===== config.mk =====
export PLATFORM = sky130hd
export DESIGN_NAME = xlate_cache
export DESIGN_NICKNAME = d
export VERILOG_FILES = /design/src/rtl/xc_pkg.sv /design/src/rtl/xc_match.sv /design/src/rtl/xc_lru.sv /design/src/rtl/xc_walk_fsm.sv /design/src/rtl/xlate_cache.sv
export SDC_FILE = /design/constraint.sdc
export NUM_CORES = 2
export LEC_CHECK = 0
export ABC_AREA = 1
export CAP_MARGIN = 25
export CORE_MARGIN = 5
export CORE_UTILIZATION = 51
export CTS_BUF_LIST = sky130_fd_sc_hd__clkbuf_8
export CTS_CLUSTER_DIAMETER = 100
export CTS_CLUSTER_SIZE = 30
export DETAILED_ROUTE_END_ITERATION = 12
export PLACE_DENSITY = 0.7
export SLEW_MARGIN = 10
export SYNTH_ARGS = -nofsm -noshare
export SYNTH_HDL_FRONTEND = slang
export SYNTH_HIERARCHICAL = 1
export SYNTH_SLANG_ARGS = --single-unit

===== constraint.sdc =====
create_clock -name clk -period 10.1 [get_ports clk]
set_input_delay 1.01 -clock clk [delete_from_list [all_inputs] [get_ports clk]]
set_output_delay 1.01 -clock clk [all_outputs]
set_load 0.005 [all_outputs]

===== src/rtl/xc_pkg.sv =====
package xc_pkg;
    typedef enum logic [0:0] {
        WK_IDLE = 1'b0,
        WK_BUSY = 1'b1
    } walk_state_t;
endpackage


===== src/rtl/xc_match.sv =====
module xc_match #(
    parameter int ENTRIES = 32,
    parameter int VPN_W   = 20,
    parameter int PFN_W   = 20,
    parameter int IDX_W   = $clog2(ENTRIES)
) (
    input  logic               clk,
    input  logic               rst_n,
    input  logic               flush,
    input  logic               wr_en,
    input  logic [IDX_W-1:0]   wr_idx,
    input  logic [VPN_W-1:0]   wr_vpn,
    input  logic [PFN_W-1:0]   wr_pfn,
    input  logic [VPN_W-1:0]   look_vpn,
    output logic [ENTRIES-1:0] match_vec,
    output logic               hit_any,
    output logic [IDX_W-1:0]   hit_idx,
    output logic [PFN_W-1:0]   hit_pfn,
    output logic [ENTRIES-1:0] valid_vec
);
    logic [VPN_W-1:0] tag_q [ENTRIES];
    logic [PFN_W-1:0] pfn_q [ENTRIES];

    always_ff @(posedge clk) begin
        if (!rst_n) begin
            valid_vec <= '0;
        end else if (flush) begin
            valid_vec <= '0;
        end else if (wr_en) begin
            valid_vec[wr_idx] <= 1'b1;
        end
    end

    always_ff @(posedge clk) begin
        if (wr_en) begin
            tag_q[wr_idx] <= wr_vpn;
            pfn_q[wr_idx] <= wr_pfn;
        end
    end

    // one comparator per slot
    for (genvar g = 0; g < ENTRIES; g++) begin : g_cmp
        assign match_vec[g] = valid_vec[g] && (tag_q[g] == look_vpn);
    end

    assign hit_any = |match_vec;

    // at most one slot matches, so an OR-reduction selects it
    always_comb begin
        hit_idx = '0;
        hit_pfn = '0;
        for (int i = 0; i < ENTRIES; i++) begin
            if (match_vec[i]) begin
                hit_idx = hit_idx | IDX_W'(i);
                hit_pfn = hit_pfn | pfn_q[i];
            end
        end
    end
endmodule


===== src/rtl/xc_lru.sv =====
module xc_lru #(
    parameter int ENTRIES = 32,
    parameter int IDX_W   = $clog2(ENTRIES)
) (
    input  logic               clk,
    input  logic               rst_n,
    input  logic               touch_en,
    input  logic [IDX_W-1:0]   touch_idx,
    input  logic [ENTRIES-1:0] valid_vec,
    output logic [IDX_W-1:0]   victim_idx
);
    // rank 0 = most recent, ENTRIES-1 = least recent; ranks form a permutation
    logic [IDX_W-1:0] rank_q [ENTRIES];
    logic [IDX_W-1:0] touched_rank;

    assign touched_rank = rank_q[touch_idx];

    always_ff @(posedge clk) begin
        if (!rst_n) begin
            for (int i = 0; i < ENTRIES; i++) begin
                rank_q[i] <= IDX_W'(i);
            end
        end else if (touch_en) begin
            for (int i = 0; i < ENTRIES; i++) begin
                if (IDX_W'(i) == touch_idx) begin
                    rank_q[i] <= '0;
                end else if (rank_q[i] < touched_rank) begin
                    rank_q[i] <= rank_q[i] + 1'b1;
                end
            end
        end
    end

    // lowest empty slot wins; otherwise the oldest-ranked slot
    always_comb begin
        victim_idx = '0;
        for (int i = 0; i < ENTRIES; i++) begin
            if (rank_q[i] == IDX_W'(ENTRIES - 1)) begin
                victim_idx = IDX_W'(i);
            end
        end
        for (int i = ENTRIES - 1; i >= 0; i--) begin
            if (!valid_vec[i]) begin
                victim_idx = IDX_W'(i);
            end
        end
    end
endmodule


===== src/rtl/xc_walk_fsm.sv =====
module xc_walk_fsm
    import xc_pkg::*;
#(
    parameter int VPN_W = 20
) (
    input  logic             clk,
    input  logic             rst_n,
    input  logic             lk_miss,
    input  logic [VPN_W-1:0] miss_vpn,
    input  logic             resp_valid,
    input  logic             resp_fault,
    input  logic             flush,
    output walk_state_t      state,
    output logic             walk_req,
    output logic             walk_busy,
    output logic [VPN_W-1:0] walk_vpn,
    output logic             fill_en
);
    walk_state_t state_d;

    // state register
    always_ff @(posedge clk) begin
        if (!rst_n) begin
            state <= WK_IDLE;
        end else begin
            state <= state_d;
        end
    end

    always_ff @(posedge clk) begin
        if (!rst_n) begin
            walk_vpn <= '0;
        end else if (walk_req) begin
            walk_vpn <= miss_vpn;
        end
    end

    // transitions: miss-launch and answer
    always_comb begin
        state_d = state;
        unique case (state)
            WK_IDLE: if (lk_miss)    state_d = WK_BUSY;
            WK_BUSY: if (resp_valid) state_d = WK_IDLE;
            default: state_d = WK_IDLE;
        endcase
    end

    // outputs
    always_comb begin
        walk_req  = 1'b0;
        walk_busy = 1'b0;
        fill_en   = 1'b0;
        unique case (state)
            WK_IDLE: walk_req = lk_miss;
            WK_BUSY: begin
                walk_busy = 1'b1;
                fill_en   = resp_valid && !resp_fault && !flush;
            end
            default: ;
        endcase
    end
endmodule


===== src/rtl/xlate_cache.sv =====
module xlate_cache
    import xc_pkg::*;
#(
    parameter int ENTRIES = 32,
    parameter int VPN_W   = 20,
    parameter int PFN_W   = 20,
    parameter int OFF_W   = 12
) (
    input  logic                   clk,
    input  logic                   rst_n,
    input  logic                   lk_valid,
    input  logic [VPN_W+OFF_W-1:0] lk_vaddr,
    output logic                   lk_hit,
    output logic                   lk_miss,
    output logic [PFN_W+OFF_W-1:0] lk_paddr,
    output logic                   walk_req,
    output logic                   walk_busy,
    output logic [VPN_W-1:0]       walk_vpn,
    input  logic                   resp_valid,
    input  logic                   resp_fault,
    input  logic [PFN_W-1:0]       resp_pfn,
    input  logic                   flush
);
    localparam int IDX_W = $clog2(ENTRIES);

    logic [VPN_W-1:0]   look_vpn;
    logic [ENTRIES-1:0] match_vec;
    logic [ENTRIES-1:0] valid_vec;
    logic               hit_any;
    logic [IDX_W-1:0]   hit_idx;
    logic [PFN_W-1:0]   hit_pfn;
    logic [IDX_W-1:0]   victim_idx;
    logic               fill_en;
    logic               touch_en;
    logic [IDX_W-1:0]   touch_idx;
    walk_state_t        state;

    assign look_vpn = lk_vaddr[VPN_W+OFF_W-1:OFF_W];
    assign lk_hit   = lk_valid && hit_any;
    assign lk_miss  = lk_valid && !hit_any;
    assign lk_paddr = {hit_pfn, lk_vaddr[OFF_W-1:0]};

    // a fill takes precedence over a hit for the recency update
    assign touch_en  = fill_en || lk_hit;
    assign touch_idx = fill_en ? victim_idx : hit_idx;

    xc_match #(
        .ENTRIES(ENTRIES), .VPN_W(VPN_W), .PFN_W(PFN_W), .IDX_W(IDX_W)
    ) u_match (
        .clk       (clk),
        .rst_n     (rst_n),
        .flush     (flush),
        .wr_en     (fill_en),
        .wr_idx    (victim_idx),
        .wr_vpn    (walk_vpn),
        .wr_pfn    (resp_pfn),
        .look_vpn  (look_vpn),
        .match_vec (match_vec),
        .hit_any   (hit_any),
        .hit_idx   (hit_idx),
        .hit_pfn   (hit_pfn),
        .valid_vec (valid_vec)
    );

    xc_lru #(
        .ENTRIES(ENTRIES), .IDX_W(IDX_W)
    ) u_lru (
        .clk        (clk),
        .rst_n      (rst_n),
        .touch_en   (touch_en),
        .touch_idx  (touch_idx),
        .valid_vec  (valid_vec),
        .victim_idx (victim_idx)
    );

    xc_walk_fsm #(
        .VPN_W(VPN_W)
    ) u_fsm (
        .clk        (clk),
        .rst_n      (rst_n),
        .lk_miss    (lk_miss),
        .miss_vpn   (look_vpn),
        .resp_valid (resp_valid),
        .resp_fault (resp_fault),
        .flush      (flush),
        .state      (state),
        .walk_req   (walk_req),
        .walk_busy  (walk_busy),
        .walk_vpn   (walk_vpn),
        .fill_en    (fill_en)
    );
endmodule


==> summary.md <==
| Metric | Value |
|---|---|
| WL/cell | `between 20 and 30 um` |
| Storage element area | `44,300 um2` |
| CP max FO | `32` |
| DIE WIDTH | `between 300 and 400 um` |
| CTS buffer count | `59` |
| Critical path class | `flip-flop to flip-flop` |
| Most common cell after layout, fill and taps aside | `nand2_1` |
| Critical Path End | `u_lru/rank_q[11][3]` |
| Cell count after synthesis | `6,864` |
| Power density over the cells | `134 nW/um2` |
| Fin crit period | `8.77 ns` |
| Area of the mapped netlist | `about 71,000 um2` |
| Maximum root-to-sink buffer count | `3` |
| Startpoint Class | `flip-flop` |
| PortBufs | `89` |
| GPL Wtd Cong | `a little over 0.9` |
| Initial Util | `0.512` |
| Initial antenna violation count | `6` |
| Synth warn | `6` |
| Share of cells above drive strength 1 | `0.0659` |
| Congestion Overflow GR | `0` |
| RR Endpoint | `u_lru/rank_q[11][3]` |
| R2r setup slk | `1.33 ns` |
| Core Util, Final | `0.543` |
| FILL cells | `between 10,000 and 15,000` |
| DRC | `0` |
| CP Depth | `between 80 and 90` |
| Tightest Pin Transition | `between 1 and 1.5 ns` |
| Post-CTS sizing | `0` |
| Worst EP arrival | `~9.4 ns` |
| Sum Neg Setup Slack | `0 ns` |
| Fin. max-slew vios | `0` |
| CTS tree | `done` |
| Vias in the first global route | `50,759` |
| Final setup skew | `between 0.1 and 0.15 ns` |
| Detailed Place HPWL | `about 140,000 um` |
| DR pass1 iterations | `11` |
| Final setup violation count | `0` |
| Setup Buffers After CTS | `0` |
| Area of the multi-input gates | `23,500 um2` |
| Place WS | `1.53 ns` |
| Tot GR Track Use | `0.306` |
| Critical Path Max Stage Delay | `0.67 ns` |
| Most numerous cell on the critical path | `nand2_1` |
| Clock latency on the worst-skew pair | `0.92 ns` |
| Status | `completed` |
| Total wire length | `about 230,000 um` |
| Area grow syn2layout | `5.90%` |
| Number of vias per cell | `6.20` |
| Die Ht | `roughly 380 um` |
| First-pass GRT wire length | `333,000 um` |
| Worst reg2reg path startpoint | `u_lru/rank_q[2][0]` |
| I/O pins | `roughly 110` |
| Worst reg-to-reg path cell count | `81` |
| Syn Area/Cell | `10.4 um2` |
| Leak Pwr | `between 20 and 30 nW` |
| Worst vdd rail ir drop | `0.000143 V` |
| Class of the tightest hold or removal check | `flip-flop to flip-flop` |
| Largest net degree at the start of global routing | `79` |
| H-tree Lvls | `2` |
| Period utilisation layout | `0.869` |
| CP startpoint | `u_lru/rank_q[2][0]` |
| Core area | `approximately 140,000 um2` |
| # clock sinks | `approximately 1,500` |
| Max cap viols | `0` |
| Rows | `137` |
| Via count | `54,406` |
| CP delay by family, top | `simple AND/OR/NAND/NOR gates` |
| Worst EP required | `about 11 ns` |
| Crit end category | `flip-flop` |
| Bufs and invs on worst path | `6` |
| Post-CTS Hold Buffers | `0` |
| Die ar. | `around 150,000 um2` |
| Final nets | `between 7,000 and 8,000` |
| Initial DRC Count | `~7,700` |
| Slew headroom | `0.262` |
| Final ANT Viol Nets | `0` |
| Clock-pin slew on the worst setup and hold paths | `0.18 ns` |
| Clk root buf | `clkbuf_8` |
| Final hold violations | `0` |
| PnR Total Power | `10.1 mW` |
| RSZ-0062 raised after global routing | `no` |
| Commonest cells after routing, fill and taps aside | `1,699 x nand2_1, 1,440 x edfxtp_1, 832 x nor2_1` |
| Fmax | `about 110 MHz` |
| Setup slack after layout | `between 1 and 1.5 ns` |
| Hold path depth | `2` |
| Synth Net Count | `roughly 7,100` |
| CP max stage cell | `a2111oi_0` |
worst reg2reg max path, delay by kind of cell (launching register included):
kind | cells | cell delay [ns]
and+or+nand+nor | 67 | 4.76
buffers and inverters | 6 | 1.23
adders and majority gates | 3 | 0.73
AOI/OAI and AO/OA | 5 | 1.29
DFF | 1 | 0.48
cell type report:
class | count | share of cell area
Tap cell | 1876 | 0.0311
Inverter | 439 | 0.0231
Clock buffer | 59 | 0.0108
Sequential cell | 1493 | 0.587
Clock inverter | 31 | 0.00359
Timing Repair Buffer | 310 | 0.0331
Multi-Input combinational cell | 4558 | 0.311
Antenna cell | 3 | 0.0000994
per-layer routing:
metal	track usage	part of all wire	vias to the layer above
met5	0	0.000043	-
met4	0.150	0.058	2
met3	0.0638	0.12	695
met2	0.495	0.46	3653
met1	0.393	0.36	26068
li1	-	-	23988
flip-flops by register name, summed over array words and instances (netlist names):
signal	count
u_fsm/state	1
u_fsm/walk_vpn	20
u_lru/rank_q	160
u_match/pfn_q	640
u_match/tag_q	640
u_match/valid_vec	32
metrics by stage:
stage                     instances  hold WS, ns  instance area (um2)
after floorplan                6864        0.457                71300
after global placement         8672        0.500                74400
after detailed placement       8673        0.513                74400
after CTS                      8763        0.501                75500
after global routing           8768        0.527                75500
final                          8769        0.540                75500
power breakdown:
| part | internal [mW] | leakage [nW] | total, mW | switching [mW] |
|---|---|---|---|---|
| logic | 0.186 | 14.6 | 0.759 | 0.573 |
| registers | 6.84 | 13.7 | 6.88 | 0.0470 |
| clock network | 0.608 | 0.613 | 2.47 | 1.86 |
how the worst min path moves through the flow:
stage	from	endpoint	slack (ns)
after detailed placement	u_match/valid_vec[23]	u_match/valid_vec[23]	0.51
after CTS	lk_vaddr[28]	u_fsm/walk_vpn[16]	0.50
after global placement	u_match/valid_vec[14]	u_match/valid_vec[14]	0.50
after global routing	lk_vaddr[28]	u_fsm/walk_vpn[16]	0.53
after floorplan	u_match/valid_vec[31]	u_match/valid_vec[31]	0.46
final	u_match/valid_vec[14]	u_match/valid_vec[14]	0.54
Note: power is estimated with default switching activity, not from simulation.
